<file path="config.mk">
export PLATFORM = sky130hd
export DESIGN_NAME = pred_exec_stage
export DESIGN_NICKNAME = d
export VERILOG_FILES = /design/src/rtl/pe_pkg.sv /design/src/rtl/pe_shifter.sv /design/src/rtl/pe_alu.sv /design/src/rtl/pred_exec_stage.sv
export SDC_FILE = /design/constraint.sdc
export NUM_CORES = 1
export LEC_CHECK = 0
export BUFFER_PORTS_ARGS = -buffer_cell sky130_fd_sc_hd__buf_2
export CORE_MARGIN = 2
export CORE_UTILIZATION = 45
export CTS_CLUSTER_DIAMETER = 80
export CTS_CLUSTER_SIZE = 28
export DETAILED_ROUTE_END_ITERATION = 12
export PLACE_DENSITY = 0.66
export REMOVE_ABC_BUFFERS = 1
export SYNTH_ARGS = -nofsm -noshare
export SYNTH_HDL_FRONTEND = slang
export SYNTH_SLANG_ARGS = --single-unit
</file>
<file path="constraint.sdc">
create_clock -name clk -period 8.5 [get_ports clk]
set_clock_uncertainty 0.05 [all_clocks]
set_input_delay 0.425 -clock clk [delete_from_list [all_inputs] [get_ports clk]]
set_output_delay 0.425 -clock clk [all_outputs]
set_load 0.02 [all_outputs]
</file>
<file path="src/rtl/pe_pkg.sv">
package pe_pkg;
  typedef enum logic [1:0] {
    OP_ADD = 2'd0, OP_SUB = 2'd1, OP_CMP = 2'd2, OP_BR = 2'd3
  } op_e;

  typedef enum logic [3:0] {
    CC_EQ = 4'd0, CC_NE = 4'd1, CC_HS = 4'd2, CC_LO = 4'd3,
    CC_MI = 4'd4, CC_PL = 4'd5, CC_VS = 4'd6, CC_VC = 4'd7,
    CC_HI = 4'd8, CC_LS = 4'd9, CC_GE = 4'd10, CC_LT = 4'd11,
    CC_GT = 4'd12, CC_LE = 4'd13, CC_AL = 4'd14, CC_NV = 4'd15
  } cond_e;

  typedef struct packed {
    logic n;
    logic z;
    logic c;
    logic v;
  } flags_t;

  // Condition evaluation against the stored flags
  function automatic logic cond_holds(input cond_e cc, input flags_t f);
    logic ok;
    case (cc)
      CC_EQ: ok = f.z;
      CC_NE: ok = !f.z;
      CC_HS: ok = f.c;
      CC_LO: ok = !f.c;
      CC_MI: ok = f.n;
      CC_PL: ok = !f.n;
      CC_VS: ok = f.v;
      CC_VC: ok = !f.v;
      CC_HI: ok = f.c && !f.z;
      CC_LS: ok = !f.c || f.z;
      CC_GE: ok = (f.n == f.v);
      CC_LT: ok = (f.n != f.v);
      CC_GT: ok = !f.z && (f.n == f.v);
      CC_LE: ok = f.z || (f.n != f.v);
      CC_AL: ok = 1'b1;
      default: ok = 1'b0;
    endcase
    return ok;
  endfunction
endpackage

</file>
<file path="src/rtl/pe_shifter.sv">
module pe_shifter #(
  parameter int DW  = 32,
  parameter int SHW = $clog2(DW)
) (
  input  logic [DW-1:0]  opnd,
  input  logic [SHW-1:0] amt,
  output logic [DW-1:0]  shifted
);
  // Logarithmic barrel: one stage per shift-amount bit
  logic [DW-1:0] stage [SHW+1];
  assign stage[0] = opnd;
  for (genvar k = 0; k < SHW; k++) begin : g_stage
    assign stage[k+1] = amt[k] ? (stage[k] << (1 << k)) : stage[k];
  end
  assign shifted = stage[SHW];
endmodule

</file>
<file path="src/rtl/pe_alu.sv">
module pe_alu
  import pe_pkg::*;
#(
  parameter int DW = 32
) (
  input  op_e           op,
  input  logic [DW-1:0] a,
  input  logic [DW-1:0] b,
  output logic [DW-1:0] sum,
  output flags_t        cmp_flags
);
  function automatic logic [DW:0] wide_sub(input logic [DW-1:0] x, input logic [DW-1:0] y);
    return {1'b0, x} + {1'b0, ~y} + {{DW{1'b0}}, 1'b1};
  endfunction

  function automatic flags_t flags_from(input logic [DW-1:0] x, input logic [DW-1:0] y);
    logic [DW:0] w;
    flags_t f;
    w   = wide_sub(x, y);
    f.n = w[DW-1];
    f.z = (w[DW-1:0] == '0);
    f.c = w[DW];
    f.v = (x[DW-1] != y[DW-1]) && (w[DW-1] != x[DW-1]);
    return f;
  endfunction

  logic [DW:0] diff;
  assign diff      = wide_sub(a, b);
  assign sum       = (op == OP_ADD) ? (a + b) : diff[DW-1:0];
  assign cmp_flags = flags_from(a, b);
endmodule

</file>
<file path="src/rtl/pred_exec_stage.sv">
module pred_exec_stage
  import pe_pkg::*;
#(
  parameter int DW  = 32,
  parameter int RW  = 4,
  parameter int SHW = $clog2(DW)
) (
  input  logic           clk,
  input  logic           rst_n,
  input  logic           in_valid,
  input  logic [1:0]     op,
  input  logic [3:0]     cond,
  input  logic [DW-1:0]  src_a,
  input  logic [DW-1:0]  src_b,
  input  logic [SHW-1:0] shamt,
  input  logic [RW-1:0]  dst,
  output logic [DW-1:0]  result,
  output logic           wr_en,
  output logic [RW-1:0]  wr_dst,
  output logic           br_taken
);
  op_e           op_q;
  flags_t        flags_q;
  flags_t        flags_nxt;
  logic [DW-1:0] b_shifted;
  logic [DW-1:0] alu_out;

  // Named internal events for the checker
  logic cond_ok;
  logic flag_upd;
  logic do_write;
  logic do_branch;

  assign op_q = op_e'(op);

  pe_shifter #(.DW(DW), .SHW(SHW)) u_shift (
    .opnd(src_b), .amt(shamt), .shifted(b_shifted)
  );

  pe_alu #(.DW(DW)) u_alu (
    .op(op_q), .a(src_a), .b(b_shifted), .sum(alu_out), .cmp_flags(flags_nxt)
  );

  assign cond_ok   = cond_holds(cond_e'(cond), flags_q);
  assign flag_upd  = in_valid && cond_ok && (op_q == OP_CMP);
  assign do_write  = in_valid && cond_ok && ((op_q == OP_ADD) || (op_q == OP_SUB));
  assign do_branch = in_valid && cond_ok && (op_q == OP_BR);

  always_ff @(posedge clk) begin
    if (!rst_n) begin
      flags_q  <= '0;
      result   <= '0;
      wr_en    <= 1'b0;
      wr_dst   <= '0;
      br_taken <= 1'b0;
    end else begin
      wr_en    <= do_write;
      br_taken <= do_branch;
      if (flag_upd) flags_q <= flags_nxt;
      if (in_valid) begin
        result <= alu_out;
        wr_dst <= dst;
      end
    end
  end
endmodule

</file>
# Yosys cells after proc, flatten, opt, wreduce, memory -nomap -nowiden

Cells that the tools add are included.
Widths: inputs -> output; s select.

Flip-flop bits (word level): 42
Output and inout port bits: 38
Logic and storage cells: 57

Add/subtract/negate cells: 3
Eq/ne operators: 21
Multiplexer cells: 7
Bitwise gates (word level): 1
Reduce and logical (&&, ||, !) cells: 17

Operators by type and width:

| cell                  | number |
|---|---|
| $mux 32               | 6 |
| $add 32x32->33        | 1 |
| $add 33x1->33 const B | 1 |
| $add 32x32->32        | 1 |
| $logic_not 32->1      | 1 |
| $not 32->32           | 1 |
| $eq 4x4->1 const B    | 7 |
| $eq 4x3->1 const B    | 4 |
| $pmux 1 s15           | 1 |
| $eq 4x2->1 const B    | 2 |
| $logic_and 1x1->1     | 7 |
| $eq 2x2->1 const B    | 2 |
| $eq 4x1->1 const B    | 1 |
| $logic_not 1->1       | 4 |
| $logic_not 4->1       | 1 |
| $logic_or 1x1->1      | 3 |
| $ne 1x1->1            | 3 |
| $eq 2x1->1 const B    | 1 |
| $logic_not 2->1       | 1 |
| $eq 1x1->1            | 1 |

# Longest topological paths before layout

Word-level depth: 10
Gate-level depth with buffers: 22
Depth with buffers taken out: 19

# Modules after synthesis

From an unflattened synthesis, not the netlist that was laid out.

Cell total of the unflattened synthesis: 962
Area, all modules: 7,512.2 um^2

By module, submodules not included:

| module          | instances | cells an instance | area each (um^2) | sequential area each (um^2) |
|---|---|---|---|---|
| pe_alu          | 1         | 608               | 3,915.0          | 0.0 |
| pred_exec_stage | 1         | 171               | 1,823.0          | 840.8 |
| pe_shifter      | 1         | 183               | 1,774.2          | 0.0 |

# Least setup slack after synthesis

Ideal clock, no wire load.

Kind: input -> register
Start: input shamt[1]
End: register result[28]
Setup time: 70 ps
Data arrival time: 4,185 ps
Data required time: 8,380 ps
Slack: 4,195 ps
Stages: 18
Path buffers: 3
Cells stage by stage: buf_2 buf_2 buf_2 a211oi_1 a21oi_1 mux2i_1 nor2b_1 a211o_1 ha_1 nor4_1 nor3b_1 a221oi_2 a211oi_2 o21ai_2 or3_1 a31oi_1 mux2_1 a21oi_1

Word-level cells in the longest chain between the ends: 8

Ends and longest elaborated chain:

| item                   | line                  | RTL |
|---|---|---|
| start, declared        | pred_exec_stage.sv:15 | `input logic [SHW-1:0] shamt,` |
| $mux 32 * (4 in a row) | pe_shifter.sv:13      | `assign stage[k+1] = amt[k] ? (stage[k] << (1 << k)) : stage[k];` |
| $not 32->32            | pe_alu.sv:13          | `return {1'b0, x} + {1'b0, ~y} + {{DW{1'b0}}, 1'b1};` |
| $add 32x32->33         | pe_alu.sv:13          |  |
| $add 33x1->33          | pe_alu.sv:13          |  |
| $mux 32 *              | pe_alu.sv:29          | `assign sum = (op == OP_ADD) ? (a + b) : diff[DW-1:0];` |
| end signal, assigned   | pred_exec_stage.sv:61 | `result <= alu_out;` |
| end, declared          | pred_exec_stage.sv:17 | `output logic [DW-1:0] result,` |

Mark *: on every way between the ends. The rest lies on a longest branch, timed or not.
A chain may end at the register's enable or synchronous reset.

# Worst setup path in the final report

Ends and elaborated chain as after synthesis.

==> results.py <==
metrics = {
    "logic_synthesis": {
        "ys_ff_latch": 42,
        "synth_top_area_cell": "dfxtp_1",
        "ys_dominant_reg_cell": "dfxtp_1",
        "ys_types": 94,
        "synth_top_area_share_pct": 10.94,
        "post-synth-top-count-cell": "nor2_1",
        "async_reset_ff_share_pct": 0,
        "yosysSeqAreaShare_pct": 10.94,
        "synthCells": 1042,
        "synthTopCellsByArea": "dfxtp_1 11%, ha_1 10%, mux2i_1 7.9%",
        "netlist_area_mm2": 0.007684,
        "ys.warnings.count": 0,
        "synth_commonest_cells": "101 x nor2_1, 97 x a21oi_1, 79 x nand2_1, 69 x inv_1, 64 x ha_1",
        "syn_avg_cell_area_um2": 7.374,
        "synth-edff-count": 0,
    },
    "cts": {
        "insertion_delay_ns": 0.30,
        "cts_hold_buffers": 0,
        "cts_tree": "built",
        "post_cts_resized": 0,
        "clkTransAtPathRegs_ns": 0.06,
        "postCtsSetupBuffers": 0,
        "numCtsBuffers": 5,
        "cts_root_buf": "clkbuf_16",
        "h-tree-depth": 2,
        "cts_buffer_depth": 2,
        "cts_sinks": 42,
    },
    "critical_path": {
        "worstSetupStartpointType": "primary input",
        "end_kind": "register",
        "critical-path-top-delay-family": "simple AND/OR/NAND/NOR gates",
        "worst-path-buf-inv": 1,
        "ff2ff_path_depth": 10,
        "worstSetupEndpoint": "result[28]",
        "critPathKind": "primary input to register",
        "reg2reg_to": "flags_q[2]",
        "crit_fanout": 38,
        "r2r_slack_ns": 5.76,
        "slowest_delay_ns": 0.60,
        "crit_chain": "buf_2 > mux2i_1 > nand2_1 > o21ai_0 > o21a_1 > mux2_2 > or2_2 > ha_1 > nor4_1 > nor3b_1 > a221oi_2 > a211oi_2 > o21ai_2 > or3_1 > a31oi_1 > mux2_1 > a21oi_1",
        "worst_path_max_delay_cell": "buf_2",
        "required_ns": 8.68,
        "rr_startpoint": "flags_q[0]",
        "arrival_ns": 5.26,
        "worstSetupStartpoint": "shamt[1]",
        "cp.depth": 17,
    },
    "placed_design": {
        "gp_congestion": 1.012,
        "portBuffers": 119,
        "dp_cells": 1312,
        "dpl.hpwl_mm": 19.30,
        "place_ws_ns": 3.196,
    },
    "grt": {
        "grt_pass1_vias": 7101,
        "grt_usage_pct": 26.39,
        "grt-ovfl-total": 0,
        "grt_max_degree": 47,
        "antenna_found_initial": 0,
        "grt_pass1_wl_mm": 38.31,
    },
    "floorplan": {
        "io_pins": 120,
        "dieArea_mm2": 0.01814,
        "initial_utilization_pct": 46.17,
        "die_h_um": 134.7,
        "die_x_um": 134.7,
        "placementRows": 47,
        "coreArea_mm2": 0.01664,
    },
    "power_and_ir_drop": {
        "switching_share_pct": 47.35,
        "combPwrFrac_pct": 62.7,
        "finalPower_mw": 1.151,
        "p_switching_mw": 0.5450,
        "p_seq_share_pct": 20.1,
        "clkPwrFrac_pct": 17.2,
        "vdd_drop_max_mv": 0.08665,
        "p_per_area_mw_per_mm2": 139.1,
        "cellLeakagePower_nw": 3.731,
        "internal_power_mw": 0.6059,
    },
    "route": {
        "post_drt_wl_per_cell_um": 18.44,
        "wl_mm": 24.34,
        "firstDrtPassIters": 7,
        "ant_nets": 0,
        "post-route-drc-count": 0,
        "drtIter0Drc": 842,
        "vias_per_cell": 5.991,
        "vias": 7908,
    },
    "layout": {
        "fillers": 1757,
        "n_antenna_cell": 0,
        "multi_input_area_mm2": 0.006125,
        "regArea_um2": 840.8,
        "areaGrowthSynthToFinish_pct": 7.702,
        "final_nets": 1247,
        "stdcell_count": 1320,
        "drive_above_1_share_pct": 18.55,
    },
    "sta": {
        "report.final.slew_viol_count": 0,
        "rsz0062_at_grt": "no",
        "holdWs_ns": 0.3091,
        "setup_viol": 0,
        "min_period_over_period_pct": 59.76,
        "hold_viol_final": 0,
        "finalCriticalPeriod_ns": 5.080,
        "setup_tns_ns": 0,
        "setup_ws_ns": 3.420,
        "tightest_slew_ns": 0.8881,
        "relSlewSlack_pct": 40.43,
        "fmax_mhz": 196.9,
    },
    "min_path": {
        "hp-class": "primary input to register",
    },
    "job": {
        "maxCapViolCount": 0,
    },
    "status": {
        "status": "complete, no violations",
    },
}
[worst register-to-register path, stage by stage (launching register included)]
cell and delay (ns):
dfxtp_1 0.46, xnor2_1 0.17, mux2i_1 0.09, o211a_1 0.22, o221a_2 0.29, nand2b_1 0.21
nor4_1 0.49, nand4_1 0.21, nor4_2 0.18, nand4_1 0.14, o21ai_1 0.16
[cells in the final DEF (no fill, tap or decap), drive strengths merged, types with 19 or more instances in the layout]
cell,instances
nor2,102
nor3,23
a21oi,100
a21o,21
mux2,19
buf,122
dfxtp,42
ha,64
mux2i,61
nand2,79
o21ai,68
xnor2,41
nand3,27
a211oi,23
inv,71
[per-layer routing]
metal | track usage (%) | share of wire [%] | vias up
met5 | 0 | 0 | -
met4 | 7.485 | 2.5 | 0
met3 | 3.228 | 7.3 | 33
met2 | 39.96 | 43 | 363
met1 | 39.16 | 47 | 3637
li1 | - | - | 3875
[metrics by stage]
step / util (%) / cell area, um^2
6_report: 49.73 / 8275
5_1_grt: 49.73 / 8275
4_1_cts: 49.73 / 8275
3_5_place_dp: 48.87 / 8133
3_3_place_gp: 48.87 / 8133
2_1_floorplan: - / 7237
[state kept, by name, indices dropped and copies added, names as in the netlist]
signal    flops
flags_q       4
wr_dst        4
result       32
wr_en         1
br_taken      1
[how the worst min path moves through the flow]
stage	from	end	slack, ns	depth (start not counted)
6_report	dst[0]	wr_dst[0]	0.31	3
3_5_place_dp	result[10]	result[10]	0.40	2
4_1_cts	dst[1]	wr_dst[1]	0.31	3
5_1_grt	dst[0]	wr_dst[0]	0.32	3
3_3_place_gp	result[10]	result[10]	0.40	2
2_1_floorplan	flags_q[2]	flags_q[2]	0.41	2
[logic make-up after synthesis]
logic type | Yosys count | synth area share, %
AO/OA/AOI/OAI | 326 | 28.29
AND/OR/NAND/NOR | 324 | 20.66
buffers and inverters | 145 | 9.380
multiplexers | 93 | 14.54
adder cells (fa/ha/maj) | 66 | 10.94
XOR/XNOR | 46 | 5.243
flip-flops | 42 | 10.94
[area by class of cell]
type / instances / share of cell area [%]
clock buffer: 6 / 1.557
multi-input combinational: 855 / 74.01
tap: 220 / 3.326
sequential: 42 / 10.16
inverter: 73 / 3.311
clock inverter: 2 / 0.1663
timing repair buffer: 122 / 7.469
[power by group through the flow]
stage,Sequential [mW],Clock (mW),Combinational (mW)
final,0.231,0.198,0.722
after global routing,0.234,0.207,0.786
after CTS,0.231,0.203,0.708
after detailed placement,0.235,0,0.705
after global placement,0.235,0,0.704
after floorplan,0.261,0,0.474
(Power assumes the default switching activity.)
